===== src/rtl/sar_seq_pkg.sv =====
package sar_seq_pkg;

    localparam int ACQ_W = 5;

    typedef enum logic [2:0] {
        ST_OFF,
        ST_DISCH,
        ST_SAMPLE,
        ST_SAMPLE_T,
        ST_CONVERT,
        ST_LOAD,
        ST_RECOVER
    } seq_state_e;

    // Acquisition length in conversion-clock periods for each select code.
    function automatic logic [ACQ_W-1:0] acq_periods(input logic [2:0] sel);
        logic [ACQ_W-1:0] n;
        unique case (sel)
            3'd0: n = ACQ_W'(0);
            3'd1: n = ACQ_W'(2);
            3'd2: n = ACQ_W'(4);
            3'd3: n = ACQ_W'(6);
            3'd4: n = ACQ_W'(8);
            3'd5: n = ACQ_W'(12);
            3'd6: n = ACQ_W'(16);
            default: n = ACQ_W'(20);
        endcase
        return n;
    endfunction

endpackage


===== src/rtl/sar_tick_counter.sv =====
module sar_tick_counter #(
    parameter int CNT_W = 5
) (
    input  logic             clk,
    input  logic             rst_n,
    input  logic             clear,
    input  logic             tick,
    output logic [CNT_W-1:0] count
);

    always_ff @(posedge clk or negedge rst_n) begin
        if (!rst_n) begin
            count <= '0;
        end else if (clear) begin
            count <= '0;
        end else if (tick) begin
            count <= count + 1'b1;
        end
    end

endmodule


===== src/rtl/sar_bit_engine.sv =====
module sar_bit_engine #(
    parameter int RES_W = 12
) (
    input  logic             clk,
    input  logic             rst_n,
    input  logic             start,
    input  logic             advance,
    input  logic             comp_in,
    output logic [RES_W-1:0] trial_mask,
    output logic [RES_W-1:0] code,
    output logic [RES_W-1:0] kept,
    output logic             last_bit
);

    localparam logic [RES_W-1:0] MSB_MASK = {1'b1, {(RES_W-1){1'b0}}};

    logic [RES_W-1:0] kept_q;
    logic [RES_W-1:0] mask_q;

    always_ff @(posedge clk or negedge rst_n) begin
        if (!rst_n) begin
            kept_q <= '0;
            mask_q <= '0;
        end else if (start) begin
            kept_q <= '0;
            mask_q <= MSB_MASK;
        end else if (advance) begin
            if (comp_in) begin
                kept_q <= kept_q | mask_q;
            end
            mask_q <= mask_q >> 1;
        end
    end

    assign trial_mask = mask_q;
    assign code       = kept_q | mask_q;
    assign kept       = kept_q;
    assign last_bit   = mask_q[0];

endmodule


===== src/rtl/sar_seq_fsm.sv =====
module sar_seq_fsm
    import sar_seq_pkg::*;
#(
    parameter int CNT_W = ACQ_W
) (
    input  logic             clk,
    input  logic             rst_n,
    input  logic             enable,
    input  logic             go,
    input  logic             tick,
    input  logic [CNT_W-1:0] acq_len,
    input  logic [CNT_W-1:0] tcount,
    input  logic             last_bit,
    output seq_state_e       state,
    output logic             cnt_clear,
    output logic             conv_start,
    output logic             conv_step,
    output logic             load_result,
    output logic             sample_sw,
    output logic             discharge
);

    localparam logic [CNT_W-1:0] RECOVER_TICKS = CNT_W'(2);

    seq_state_e state_q;
    seq_state_e state_d;

    always_ff @(posedge clk or negedge rst_n) begin
        if (!rst_n) begin
            state_q <= ST_OFF;
        end else begin
            state_q <= state_d;
        end
    end

    always_comb begin
        state_d = state_q;
        if (!enable) begin
            state_d = ST_OFF;
        end else begin
            unique case (state_q)
                ST_OFF:      state_d = ST_DISCH;
                ST_DISCH:    if (tick) state_d = ST_SAMPLE;
                ST_SAMPLE: begin
                    if (go) begin
                        state_d = (acq_len == '0) ? ST_CONVERT : ST_SAMPLE_T;
                    end
                end
                ST_SAMPLE_T: begin
                    if (!go) begin
                        state_d = ST_RECOVER;
                    end else if (tick && (tcount == acq_len - 1'b1)) begin
                        state_d = ST_CONVERT;
                    end
                end
                ST_CONVERT: begin
                    if (!go) begin
                        state_d = ST_RECOVER;
                    end else if (tick && last_bit) begin
                        state_d = ST_LOAD;
                    end
                end
                ST_LOAD:     state_d = ST_RECOVER;
                ST_RECOVER: begin
                    if (tick && (tcount == RECOVER_TICKS - 1'b1)) begin
                        state_d = ST_DISCH;
                    end
                end
                default:     state_d = ST_OFF;
            endcase
        end
    end

    always_comb begin
        sample_sw   = 1'b0;
        discharge   = 1'b0;
        conv_step   = 1'b0;
        load_result = 1'b0;
        unique case (state_q)
            ST_OFF:      ;
            ST_DISCH:    discharge = 1'b1;
            ST_SAMPLE:   sample_sw = 1'b1;
            ST_SAMPLE_T: sample_sw = 1'b1;
            ST_CONVERT:  conv_step = tick && go;
            ST_LOAD: begin
                sample_sw   = 1'b1;
                load_result = 1'b1;
            end
            ST_RECOVER:  sample_sw = 1'b1;
            default:     ;
        endcase
    end

    assign state      = state_q;
    assign cnt_clear  = (state_d != state_q);
    assign conv_start = (state_d == ST_CONVERT) && (state_q != ST_CONVERT);

    // The array is discharged right before each sampling phase.
    assert_disch_before_sample_R8: assert property (@(posedge clk) disable iff (!rst_n)
        (state_q == ST_SAMPLE && $past(state_q) != ST_SAMPLE) |-> ($past(state_q) == ST_DISCH));

    // Recovery never runs past its two ticks.
    assert_recover_len_R7: assert property (@(posedge clk) disable iff (!rst_n)
        (state_q == ST_RECOVER) |-> (tcount < RECOVER_TICKS));

    // Timed sampling never outlasts the selected length.
    assert_acq_len_R2: assert property (@(posedge clk) disable iff (!rst_n)
        (state_q == ST_SAMPLE_T) |-> (tcount < acq_len));

    // An abort leaves sampling or conversion for recovery.
    assert_abort_path_R6: assert property (@(posedge clk) disable iff (!rst_n)
        ((state_q == ST_CONVERT || state_q == ST_SAMPLE_T) && !go && enable) |=> (state_q == ST_RECOVER));

endmodule


===== src/rtl/sar_conv_seq.sv =====
module sar_conv_seq
    import sar_seq_pkg::*;
#(
    parameter int RES_W = 12
) (
    input  logic             clk,
    input  logic             rst_n,
    input  logic             enable,
    input  logic             conv_tick,
    input  logic             ctl_wr,
    input  logic             ctl_go,
    input  logic [2:0]       ctl_acq,
    input  logic             res_wr,
    input  logic [RES_W-1:0] res_wdata,
    input  logic             irq_clr,
    input  logic             comp_in,
    output logic             busy,
    output logic             sample_sw,
    output logic             discharge,
    output logic [RES_W-1:0] trial_bits,
    output logic [RES_W-1:0] dac_code,
    output logic [RES_W-1:0] result,
    output logic             irq_flag
);

    localparam int CNT_W = ACQ_W;

    logic             go_q;
    logic [2:0]       acq_sel_q;
    logic             enable_q;
    logic [RES_W-1:0] result_q;
    logic             irq_q;

    seq_state_e       state;
    logic             cnt_clear;
    logic             conv_start;
    logic             conv_step;
    logic             load_result;
    logic [CNT_W-1:0] tcount;
    logic [CNT_W-1:0] acq_len;
    logic [RES_W-1:0] mask;
    logic [RES_W-1:0] kept;
    logic             last_bit;
    logic             conv_active;

    assign acq_len     = acq_periods(acq_sel_q);
    assign conv_active = (state == ST_CONVERT);

    always_ff @(posedge clk or negedge rst_n) begin
        if (!rst_n) begin
            enable_q  <= 1'b0;
            go_q      <= 1'b0;
            acq_sel_q <= '0;
        end else begin
            enable_q <= enable;
            if (ctl_wr) begin
                acq_sel_q <= ctl_acq;
            end
            if (!enable || load_result) begin
                go_q <= 1'b0;
            end else if (ctl_wr) begin
                if (!ctl_go) begin
                    go_q <= 1'b0;
                end else if (enable_q) begin
                    go_q <= 1'b1;
                end
            end
        end
    end

    always_ff @(posedge clk or negedge rst_n) begin
        if (!rst_n) begin
            result_q <= '0;
            irq_q    <= 1'b0;
        end else begin
            if (load_result) begin
                result_q <= kept;
            end else if (res_wr) begin
                result_q <= res_wdata;
            end
            if (load_result) begin
                irq_q <= 1'b1;
            end else if (irq_clr) begin
                irq_q <= 1'b0;
            end
        end
    end

    sar_seq_fsm #(.CNT_W(CNT_W)) u_fsm (
        .clk         (clk),
        .rst_n       (rst_n),
        .enable      (enable),
        .go          (go_q),
        .tick        (conv_tick),
        .acq_len     (acq_len),
        .tcount      (tcount),
        .last_bit    (last_bit),
        .state       (state),
        .cnt_clear   (cnt_clear),
        .conv_start  (conv_start),
        .conv_step   (conv_step),
        .load_result (load_result),
        .sample_sw   (sample_sw),
        .discharge   (discharge)
    );

    sar_tick_counter #(.CNT_W(CNT_W)) u_ticks (
        .clk   (clk),
        .rst_n (rst_n),
        .clear (cnt_clear),
        .tick  (conv_tick),
        .count (tcount)
    );

    sar_bit_engine #(.RES_W(RES_W)) u_bits (
        .clk        (clk),
        .rst_n      (rst_n),
        .start      (conv_start),
        .advance    (conv_step),
        .comp_in    (comp_in),
        .trial_mask (mask),
        .code       (dac_code),
        .kept       (kept),
        .last_bit   (last_bit)
    );

    assign busy       = go_q;
    assign result     = result_q;
    assign irq_flag   = irq_q;
    assign trial_bits = conv_active ? mask : '0;

    // Exactly one bit is under trial throughout conversion.
    assert_trial_onehot_R4: assert property (@(posedge clk) disable iff (!rst_n)
        conv_active |-> $onehot(trial_bits));

    // Completion drops busy as the flag rises.
    assert_done_clears_busy_R5: assert property (@(posedge clk) disable iff (!rst_n)
        $rose(irq_flag) |-> (!busy && sample_sw));

    // An abort write leaves the result register alone.
    assert_abort_keeps_result_R6: assert property (@(posedge clk) disable iff (!rst_n)
        (conv_active && ctl_wr && !ctl_go && !res_wr) |=> $stable(result));

    // A start on the enable edge or while disabled is dropped.
    assert_start_needs_enable_R10: assert property (@(posedge clk) disable iff (!rst_n)
        (ctl_wr && ctl_go && !enable_q) |=> !busy);

    // The flag holds until software clears it.
    assert_irq_sticky_R12: assert property (@(posedge clk) disable iff (!rst_n)
        (irq_flag && !irq_clr) |=> irq_flag);

endmodule


===== config.mk =====
export PLATFORM = sky130hd
export DESIGN_NAME = sar_conv_seq
export DESIGN_NICKNAME = d
export VERILOG_FILES = /design/src/rtl/sar_seq_pkg.sv /design/src/rtl/sar_tick_counter.sv /design/src/rtl/sar_bit_engine.sv /design/src/rtl/sar_seq_fsm.sv /design/src/rtl/sar_conv_seq.sv
export SDC_FILE = /design/constraint.sdc
export NUM_CORES = 1
export LEC_CHECK = 0
export CAP_MARGIN = 10
export CORE_MARGIN = 5
export CORE_UTILIZATION = 60
export CTS_CLUSTER_SIZE = 12
export DETAILED_ROUTE_END_ITERATION = 16
export DONT_BUFFER_PORTS = 1
export GPL_TIMING_DRIVEN = 0
export PLACE_DENSITY_LB_ADDON = 0.25
export SKIP_CTS_REPAIR_TIMING = 1
export SLEW_MARGIN = 20
export SYNTH_ARGS = -nofsm -noshare
export SYNTH_HDL_FRONTEND = slang
export SYNTH_HIERARCHICAL = 1
export SYNTH_SLANG_ARGS = --single-unit
export TNS_END_PERCENT = 100

===== constraint.sdc =====
create_clock -name clk -period 6.3 [get_ports clk]
set_input_delay 0.63 -clock clk [delete_from_list [all_inputs] [get_ports clk]]
set_output_delay 0.63 -clock clk [all_outputs]
set_load 0.1 [all_outputs]

==> Word-level counts from Yosys, hierarchy flattened <==
Index checks and enable logic that the tools add are counted.
{ "totals": {"elab_cells": 80, "reg_bits": 50, "output_inout_bits": 40} }
{ "classes": {"bitwise": 1, "eq_ne": 18, "reduce_logical": 19, "muxes": 31, "addsub": 2} }
{ "op_table": {"columns": ["operator", "n"], "rows": [
  ["2-to-1 mux 12 bit", 8],
  ["case mux 5 bit (7 select lines)", 1],
  ["2-to-1 mux 3 bit", 9],
  ["== test 3 bit, second input constant", 7],
  ["case mux 3 bit (7 select lines)", 1],
  ["== test 3 x 2 -> 1 bit, second input constant", 4],
  ["OR 12 bit", 1],
  ["nonzero test 2 bit", 6],
  ["2-to-1 mux 1 bit", 10],
  ["2-to-1 mux 5 bit", 2],
  ["== test 3 x 1 -> 1 bit, second input constant", 2],
  ["logical NOT 3 bit", 2],
  ["adder 5 x 1 -> 5 bit, second input constant", 1],
  ["== test 5 x 1 -> 1 bit, second input constant", 1],
  ["== test 5 bit", 1],
  ["logical AND 1 bit", 5],
  ["logical NOT 5 bit", 1],
  ["subtractor 5 x 1 -> 5 bit, second input constant", 1],
  ["AND reduction 2 bit", 2],
  ["OR reduction 4 bit", 1],
  ["inequality test 3 x 1 -> 1 bit, second input constant", 1],
  ["inequality test 3 bit", 1],
  ["inequality test 3 bit, second input constant", 1],
  ["logical NOT 1 bit", 1],
  ["logical OR 1 bit", 1]
]} }

==> Longest topological paths before layout <==
Gate-level depths: netlist of run 1.
{ "logic_depth": {"ltp_word": 13, "depth_mapped": 11, "mapped_depth_nobuf": 11} }

==> Modules after synthesis <==
Netlist of run 1, hierarchy kept.
{ "modules_own_cells": {"columns": ["mod", "instances", "area_per_inst_um2", "cells_each"], "rows": [
  ["sar_bit_engine", 1, 1034.7, 91],
  ["sar_conv_seq", 1, 917.1, 84],
  ["sar_seq_fsm", 1, 668.1, 87],
  ["sar_tick_counter", 1, 252.7, 22]
]} }

==> Worst setup path before layout of run 1 <==
No wires, ideal clock.
{ "synth_path": {"path_kind": "register to output", "startpoint": "reg u_fsm.state_q[0] (netlist: u_fsm/state[0])", "endpoint": "out sample_sw", "setup_slack_ns": 3.237, "t_required_ns": 5.670, "t_arrival_ns": 2.433, "stages_incl_launch_ff": 5, "cell_sequence": "dfrtp_1 -> buf_4 -> clkbuf_1 -> nand2_1 -> xnor2_1"} }
{ "synth_between": {"elab_chain_cells": 3, "elab_cells_between_ends": 6, "cone_classes": "eq/ne (4); mux (1); reduce/logical (1)"} }
{ "synth_rtl": {"columns": ["element", "line_no", "rtl"], "rows": [
  ["from (decl)", "sar_seq_fsm.sv:25", "seq_state_e state_q;"],
  ["from (signal assigned)", "sar_seq_fsm.sv:32", "state_q <= state_d;"],
  ["== test 3 bit or == test 3 x 2 -> 1 bit (tied branches)", "sar_seq_fsm.sv:79", "unique case (state_q)"],
  ["OR reduction 4 bit (no line) (*)", null, null],
  ["2-to-1 mux 1 bit (*)", "sar_seq_fsm.sv:79", null],
  ["to (decl)", "sar_conv_seq.sv:18", "output logic sample_sw,"]
]} }
Mark *: on every way between the ends. The rest lies on a longest branch, timed or not.

==> Worst setup path after layout of run 1 <==
{ "layout_path": {"startpoint": "reg acq_sel_q[2]", "endpoint": "reg u_bits.kept_q[10] (netlist: u_bits/kept[10])"} }
{ "layout_between": {"elab_chain_cells": 13, "elab_cells_between_ends": 24, "cone_classes": "add/sub (1); eq/ne (8); mux (8); reduce/logical (7)"} }
{ "layout_rtl": {"columns": ["element", "line_no", "rtl"], "rows": [
  ["from (decl)", "sar_conv_seq.sv:29", "logic [2:0] acq_sel_q;"],
  ["from (signal assigned)", "sar_conv_seq.sv:57", "acq_sel_q <= ctl_acq;"],
  ["== test 3 bit, or another cell as far along", "sar_seq_pkg.sv:18", "unique case (sel)"],
  ["case mux 5 bit (7 select lines) (*)", "sar_seq_pkg.sv:18", null],
  ["named net acq_len[1]", "sar_conv_seq.sv:40", "logic [CNT_W-1:0] acq_len;"],
  ["subtractor 5 x 1 -> 5 bit", "sar_seq_fsm.sv:52", "end else if (tick && (tcount == acq_len - 1'b1)) begin"],
  ["== test 5 bit", "sar_seq_fsm.sv:52", null],
  ["logical AND 1 bit", "sar_seq_fsm.sv:52", null],
  ["2-to-1 mux 3 bit", "sar_seq_fsm.sv:52", null],
  ["2-to-1 mux 3 bit", "sar_seq_fsm.sv:50", "if (!go) begin"],
  ["case mux 3 bit (7 select lines) (*)", "sar_seq_fsm.sv:41", "unique case (state_q)"],
  ["2-to-1 mux 3 bit (*)", "sar_seq_fsm.sv:38", "if (!enable) begin"],
  ["named net u_fsm.state_d[2]", "sar_seq_fsm.sv:26", "seq_state_e state_d;"],
  ["== test 3 bit (*)", "sar_seq_fsm.sv:96", "assign conv_start = (state_d == ST_CONVERT) && (state_q != ST_CONVERT);"],
  ["logical AND 1 bit (*)", "sar_seq_fsm.sv:96", null],
  ["named net conv_start", "sar_conv_seq.sv:36", "logic conv_start;"],
  ["nonzero test 2 bit (no line)", null, null],
  ["AND reduction 2 bit (no line)", null, null],
  ["to (signal assigned)", "sar_bit_engine.sv:29", "kept_q <= kept_q | mask_q;"],
  ["to (decl)", "sar_bit_engine.sv:17", "logic [RES_W-1:0] kept_q;"]
]} }
Mark *: on every way through the listed nets, which the timed path passes. The rest lies on a longest branch.
A chain may end at the register's enable or synchronous reset.

==> summary.md, run 1 <==
| Metric | Value |
|---|---|
| Num rows | `25` |
| Final wirelength | `5.90 mm` |
| Critical-path maximum fanout | `10` |
| Slowest CP cell | `nor3b_1` |
| Clock transition at path regs | `0.09 ns` |
| Root Buffer | `clkbuf_8` |
| Core ar. | `4690 um^2` |
| Final nets | `321` |
| Area delta synth->final | `7.93%` |
| DRC violations left | `0` |
| Port-buffer cells | `0` |
| Clk_lat worst skew | `0.31 ns` |
| Syn Area/Cell | `10.1 um^2` |
| Antenna diode instance count | `0` |
| Number of flops mapped to enable cells by yosys | `0` |
| Post-synthesis sequential area ratio | `43.6%` |
| Final std cells w/o fill | `350` |
| Initial antenna violation count | `0` |
| Max Root-Sink Buffers | `2` |
| Vias | `2,086` |
| Top Ports | `64` |
| Leading area contributor after synthesis | `dfrtp_1` |
| Synth area leaders | `dfrtp_1, mux2i_1, nor2_1, a31oi_1, and2_1` |
| Crit-path cells | `nor2b_1 -> inv_1 -> ha_1 -> xor3_1 -> nor3_1 -> nand4_1 -> a21oi_1 -> o31a_1 -> nor3b_1 -> buf_2 -> nor2_1` |
| GPL Wtd Cong | `0.881` |
| Clk sinks | `50` |
| Grt ovf | `0` |
| Synth cell types | `56` |
| RSZ-0062 raised after global routing | `false` |
| Largest net degree at the start of global routing | `51` |
| Count of pins over their slew limit | `0` |
| Leading cell type by number of instances after synthesis | `dfrtp_1` |
| Max Freq | `317 MHz` |
| Rel. slew slack | `28.0%` |
| Place WS | `3.18 ns` |
| Total CTS buffers | `5` |
| Yosys warnings | `6` |
| Placed cell count | `341` |
| Initial drt markers | `134` |
| R2R cell count | `11` |
| TritonCTS clock tree | `yes` |
| Period minus WS final | `3.16 ns` |
| Power Dens Cells | `334 nW/um^2` |
| Final Cycle Share | `50.1%` |
| Area of the die | `6270 um^2` |
| Clock skew | `0.00441 ns` |
| Mapped Cells | `284` |
| Leak | `0.00144 uW` |
| Post-DRT Antenna Nets | `0` |
| H-tree levels | `2` |
| HP Class | `in -> async` |
| Post-synthesis register bit count | `50` |
| Share of cells above drive strength 1 | `22.6%` |
| Initial core utilization | `61.2%` |
| Worst path arrival time | `3.36 ns` |
| Post-Syn Area | `2870 um^2` |
| Element type at the critical path end | `register` |
| Setup violators final | `0` |
| Top cell type's share of synthesized area | `43.6%` |
| Top cells by count, synth | `dfrtp_1, nor2_1, mux2i_1` |
| Routed WL per cell | `16.8 um` |
| Vias in the first global route | `2,034` |
| Worst setup margin | `3.14 ns` |
| Global-route wire length before repair | `9.82 mm` |
| Share of synthesized registers carrying an async set or reset | `100%` |
| Kind of critical path | `reg -> reg` |
| Post-route setup TNS | `0 ns` |
| Fin. Hold Viols | `0` |
| Die Ht | `79.2 um` |
| Max stage delay on crit path | `0.60 ns` |
| Measured slew at the worst slew-check pin | `1.08 ns` |
| Startpoint types | `register` |
| MaxCap Viol Count | `0` |
| WP data required | `6.50 ns` |
| DP HPWL | `4.27 mm` |
| Drt first pass iters | `4` |
| Total GRT Usage | `19.9%` |
| VDD IR max | `0.162 mV` |
| Outcome | `complete, no violations` |
| Vias/cell | `5.96` |
| Chip width | `79.2 um` |
| Top FF cell, synth | `dfrtp_1` |
-- worst max-delay path: cells and delay by family, from the launching register on --
kind            cells  cell delay [ns]
flops               1             0.43
buf+inv             2             0.43
xor+xnor            1             0.35
simple gates        5             1.29
fa+ha+maj           1             0.22
compound gates      2             0.34
-- final cells by class --
type | count | area [um^2]
clock inverters | 2 | 17.5
fillers | 395 | 1590
repair buffers | 2 | 42.5
multi-input cells | 211 | 1450
well taps | 54 | 67.6
inverters | 6 | 22.5
flip-flops and latches | 50 | 1250
plain buffers | 19 | 164
clock buffers | 6 | 82.6
-- stage by stage --
| step | power, uW | util, % | hold slack [ns] | cell area, um^2 |
|---|---|---|---|---|
| after floorplan | 771 | - | 0.334 | 2880 |
| after global placement | 814 | 62.8 | 0.336 | 2950 |
| after detailed placement | 831 | 63.4 | 0.336 | 2970 |
| after CTS | 1030 | 65.5 | -0.00330 | 3070 |
| after global routing | 1090 | 66.1 | 0.171 | 3100 |
| final | 1030 | 66.1 | 0.162 | 3100 |
-- cell usage in the layout (no fill, tap or decap), drive strengths merged, types with 2 or more instances in the layout --
cell type  synthesis  final
a211oi             3      3
a21o               2      2
a21oi              9      9
a31oi             14     14
and2              13     13
and3               2      2
buf               12     14
clkbuf             7     13
clkinv             0      2
conb               1      3
dfrtp             50     50
ha                 2      2
inv                6      6
mux2               6      6
mux2i             25     25
nand2             18     18
nand2b             2      2
nand3              5      5
nand3b             2      2
nand4              3      3
nor2              36     36
nor2b              6      6
nor3               3      3
nor3b              3      3
nor4b              2      2
o21ai             16     16
o31a               2      2
or2               12     12
or2b               3      3
xnor2              6      6
xor2               2      2
-- path summary, 6_finish.rpt --
check,start,end,slack (ns)
worst max-delay path,acq_sel_q[2],u_bits/kept[10],3.14
worst min-delay path,rst_n,u_ticks/count[3],0.16
worst max register to register,acq_sel_q[2],u_bits/kept[10],3.14
worst min register to register,u_bits/kept[9],result[9],0.52
max in group asynchronous,rst_n,enable_q,5.92
min in group clk,enable,enable_q,0.35
-- kinds of logic (layout without fill, tap and decap cells) --
logic type,count (synthesis),after routing,synth area share (%)
XOR/XNOR,9,9,3.27
other,1,3,0.131
adder cells (fa/ha/maj),2,2,0.871
buffers and inverters,25,35,6.49
flip-flops,50,50,43.6
multiplexers,31,31,11.2
AO/OA/AOI/OAI,53,53,12.9
AND/OR/NAND/NOR,113,113,21.6
-- registers in the layout, indices dropped and copies added (netlist names) --
signal / cells
acq_sel_q: 3
busy: 1
enable_q: 1
irq_flag: 1
result: 12
u_bits/kept: 12
u_bits/trial_mask: 12
u_fsm/state: 3
u_ticks/count: 5
-- layer usage --
| layer | share of wire (%) | vias to the layer above | GRT usage (%) |
|---|---|---|---|
| li1 | - | 998 | - |
| met2 | 44 | 62 | 29.7 |
| met4 | 0.95 | 0 | 5.33 |
| met3 | 6.7 | 6 | 5.56 |
| met5 | 0 | - | 0 |
| met1 | 48 | 1020 | 28.5 |
-- report_power, final --
| part | switching [uW] | total (uW) | leakage, uW | internal [uW] |
|---|---|---|---|---|
| sequential | 143 | 495 | 0.000654 | 352 |
| clock | 111 | 202 | 0.0000514 | 90.5 |
| combinational | 224 | 338 | 0.000733 | 114 |
| total | 478 | 1030 | 0.00144 | 557 |
Note: power is estimated with default switching activity, not from simulation.
==> run 2, diff against run 1 <==
Settings changed: CORE_UTILIZATION 60 to 57.
Clock period 6.3 ns to 2.8 ns, I/O delays scaled along.
==> summary.md, run 2 (synthesized netlist as in run 1, its figures left out) <==
| Metric | Value |
|---|---|
| Outcome | `complete, no violations` |
| Period minus WS final | `2.66 ns (-0.496 ns)` |
| Core ar. | `4820 um^2 (+2.7%)` |
| Final Power | `2380 uW (+130%)` |
| Setup violators final | `0 (unchanged)` |
| Num rows | `25 (unchanged)` |
| VDD IR max | `0.460 mV (+180%)` |
| Total GRT Usage | `19.4% (-0.51 points)` |
| Max Root-Sink Buffers | `2 (unchanged)` |
| Final wirelength | `6.20 mm (+5.2%)` |
| WP data required | `2.99 ns (-3.51 ns)` |
| Fillers | `411 (+4.1%)` |
| Slowest CP cell | `dfrtp_4` |
| Total CTS buffers | `5 (unchanged)` |
| Drt first pass iters | `4 (unchanged)` |
| Comb pwr share | `34.1% (+1.4 points)` |
| Buf/Inv on CP | `1 (-1)` |
| Clk_lat worst skew | `0.30 ns (about the same)` |
| DP HPWL | `4.55 mm (+6.5%)` |
| Worst path arrival time | `2.85 ns (-0.51 ns)` |
| Vias | `2,082 (-0.19%)` |
| Clock skew | `0.00538 ns (+0.000974 ns)` |
| Initial drt markers | `175 (+31%)` |
| Die Ht | `81.0 um (+2.3%)` |
| Power Dens Cells | `745 nW/um^2 (+120%)` |
| TritonCTS clock tree | `yes` |
| Internal Power | `1280 uW (+130%)` |
| Antenna diode instance count | `0 (unchanged)` |
| Top Ports | `64 (unchanged)` |
| Initial antenna violation count | `0 (unchanged)` |
| Seq pwr share | `46.8% (-1.0 points)` |
| Element type at the critical path end | `register` |
| Most frequent cells in the layout | `dfrtp_1, nor2_1, mux2i_1` |
| H-tree levels | `2 (unchanged)` |
| Share of cells above drive strength 1 | `24.6% (+1.9 points)` |
| Vias/cell | `5.66 (-5.1%)` |
| Count of pins over their slew limit | `0 (unchanged)` |
| Clock transition at path regs | `0.09 ns (about the same)` |
| Clk sinks | `50 (unchanged)` |
| Switching power | `1110 uW (+130%)` |
| CP delay by family, top | `compound AO/OA/AOI/OAI gates` |
| Initial core utilization | `59.6% (-1.6 points)` |
| HP Class | `in -> reg` |
| Measured slew at the worst slew-check pin | `1.06 ns (-0.0196 ns)` |
| Root Buffer | `clkbuf_8` |
| Grt ovf | `0 (unchanged)` |
| Rel. slew slack | `29.3% (+1.3 points)` |
| Commonest non-fill, non-tap cell in the layout | `dfrtp_1` |
| Post-Route Utilization | `66.4% (+0.34 points)` |
| Post-DRT Antenna Nets | `0 (unchanged)` |
| Final nets | `326 (+1.6%)` |
| Largest net degree at the start of global routing | `51 (unchanged)` |
| Placed cell count | `354 (+3.8%)` |
| MaxCap Viol Count | `0 (unchanged)` |
| Startpoint types | `register` |
| Global-route wire length before repair | `9.80 mm (-0.14%)` |
| Critical-path maximum fanout | `8 (-2)` |
| Vias in the first global route | `2,013 (-1.0%)` |
| Routed WL per cell | `16.9 um (about the same)` |
| Fin. Hold Viols | `0 (unchanged)` |
| DRC violations left | `0 (unchanged)` |
| Final Cycle Share | `95.1% (+45 points)` |
| Kind of critical path | `reg -> reg` |
| Final std cells w/o fill | `368 (+5.1%)` |
| Sw Share | `46.3% (+0.15 points)` |
| Area delta synth->final | `11.4%` |
| Leak | `0.00147 uW (+2.0%)` |
| Crit-path cells | `clkbuf_2 -> or2b_2 -> o31a_2 -> a31oi_2 -> nor2_1 -> o221ai_2 -> nor2b_1 -> mux2_1` |
| Chip width | `81.0 um (+2.3%)` |
| Max stage delay on crit path | `0.63 ns (+0.03 ns)` |
| Max Freq | `376 MHz (+19%)` |
| GPL Wtd Cong | `0.886 (+0.56%)` |
| Clock share of power | `19.1% (-0.4 points)` |
| Area of the die | `6560 um^2 (+4.6%)` |
| Port-buffer cells | `0 (unchanged)` |
## run 2: power by group through the flow
stage                     registers, uW  logic (uW)  clock network [uW]
after floorplan                    1110         627                   0
after global placement             1130         710                   0
after detailed placement           1130         744                   0
after CTS                          1120         746                 459
after global routing               1130         871                 492
final                              1120         814                 456
## run 2: path summary, 6_finish.rpt
| kind | start | end | slack (ns) | cells after the start |
|---|---|---|---|---|
| worst max-delay path | busy | u_ticks/count[3] | 0.14 | 8 |
| worst min-delay path | ctl_acq[1] | acq_sel_q[1] | 0.12 | 1 |
| worst max register to register | busy | u_ticks/count[3] | 0.14 | 8 |
| worst min register to register | u_bits/kept[6] | result[6] | 0.53 | 2 |
| max in group asynchronous | rst_n | busy | 2.09 | 2 |
| min in group asynchronous | rst_n | u_bits/trial_mask[1] | 0.48 | 2 |
## run 2: final cells by class
class | count | area (um^2) | share of cell area [%]
sequential | 50 | 1250 | 39.2
clock inverter | 2 | 17.5 | 0.548
timing repair buffer | 7 | 85.1 | 2.66
clock buffer | 6 | 82.6 | 2.58
tap | 67 | 83.8 | 2.62
inverter | 6 | 22.5 | 0.704
multi-input combinational | 211 | 1480 | 46.3
buffer | 19 | 171 | 5.36
## run 2: routing by layer
metal | GRT usage, % | up-vias | share of wire, %
li1 | - | 1012 | -
met1 | 28.0 | 987 | 47
met2 | 29.7 | 79 | 45
met3 | 4.55 | 4 | 6.9
met4 | 4.39 | 0 | 0.82
met5 | 0 | - | 0
## run 2: worst reg2reg max path, delay by kind of cell (launching register included)
kind / cells / cell delay [ns]
muxes: 1 / 0.29
DFF: 1 / 0.63
AOI/OAI and AO/OA: 3 / 0.86
buffers and inverters: 1 / 0.27
and+or+nand+nor: 3 / 0.49
## run 2: stage by stage
stage / area, um^2 / hold WS (ns) / worst slack [ns] / TNS (ns)
final: 3200 / 0.123 / 0.137 / 0
after global routing: 3200 / 0.110 / -0.0660 / -1.11
after CTS: 3090 / -0.349 / -0.439 / -8.46
after detailed placement: 2990 / -0.0144 / -0.407 / -7.76
after global placement: 2970 / -0.0142 / -0.357 / -6.74
after floorplan: 2880 / -0.0156 / 0.0873 / 0
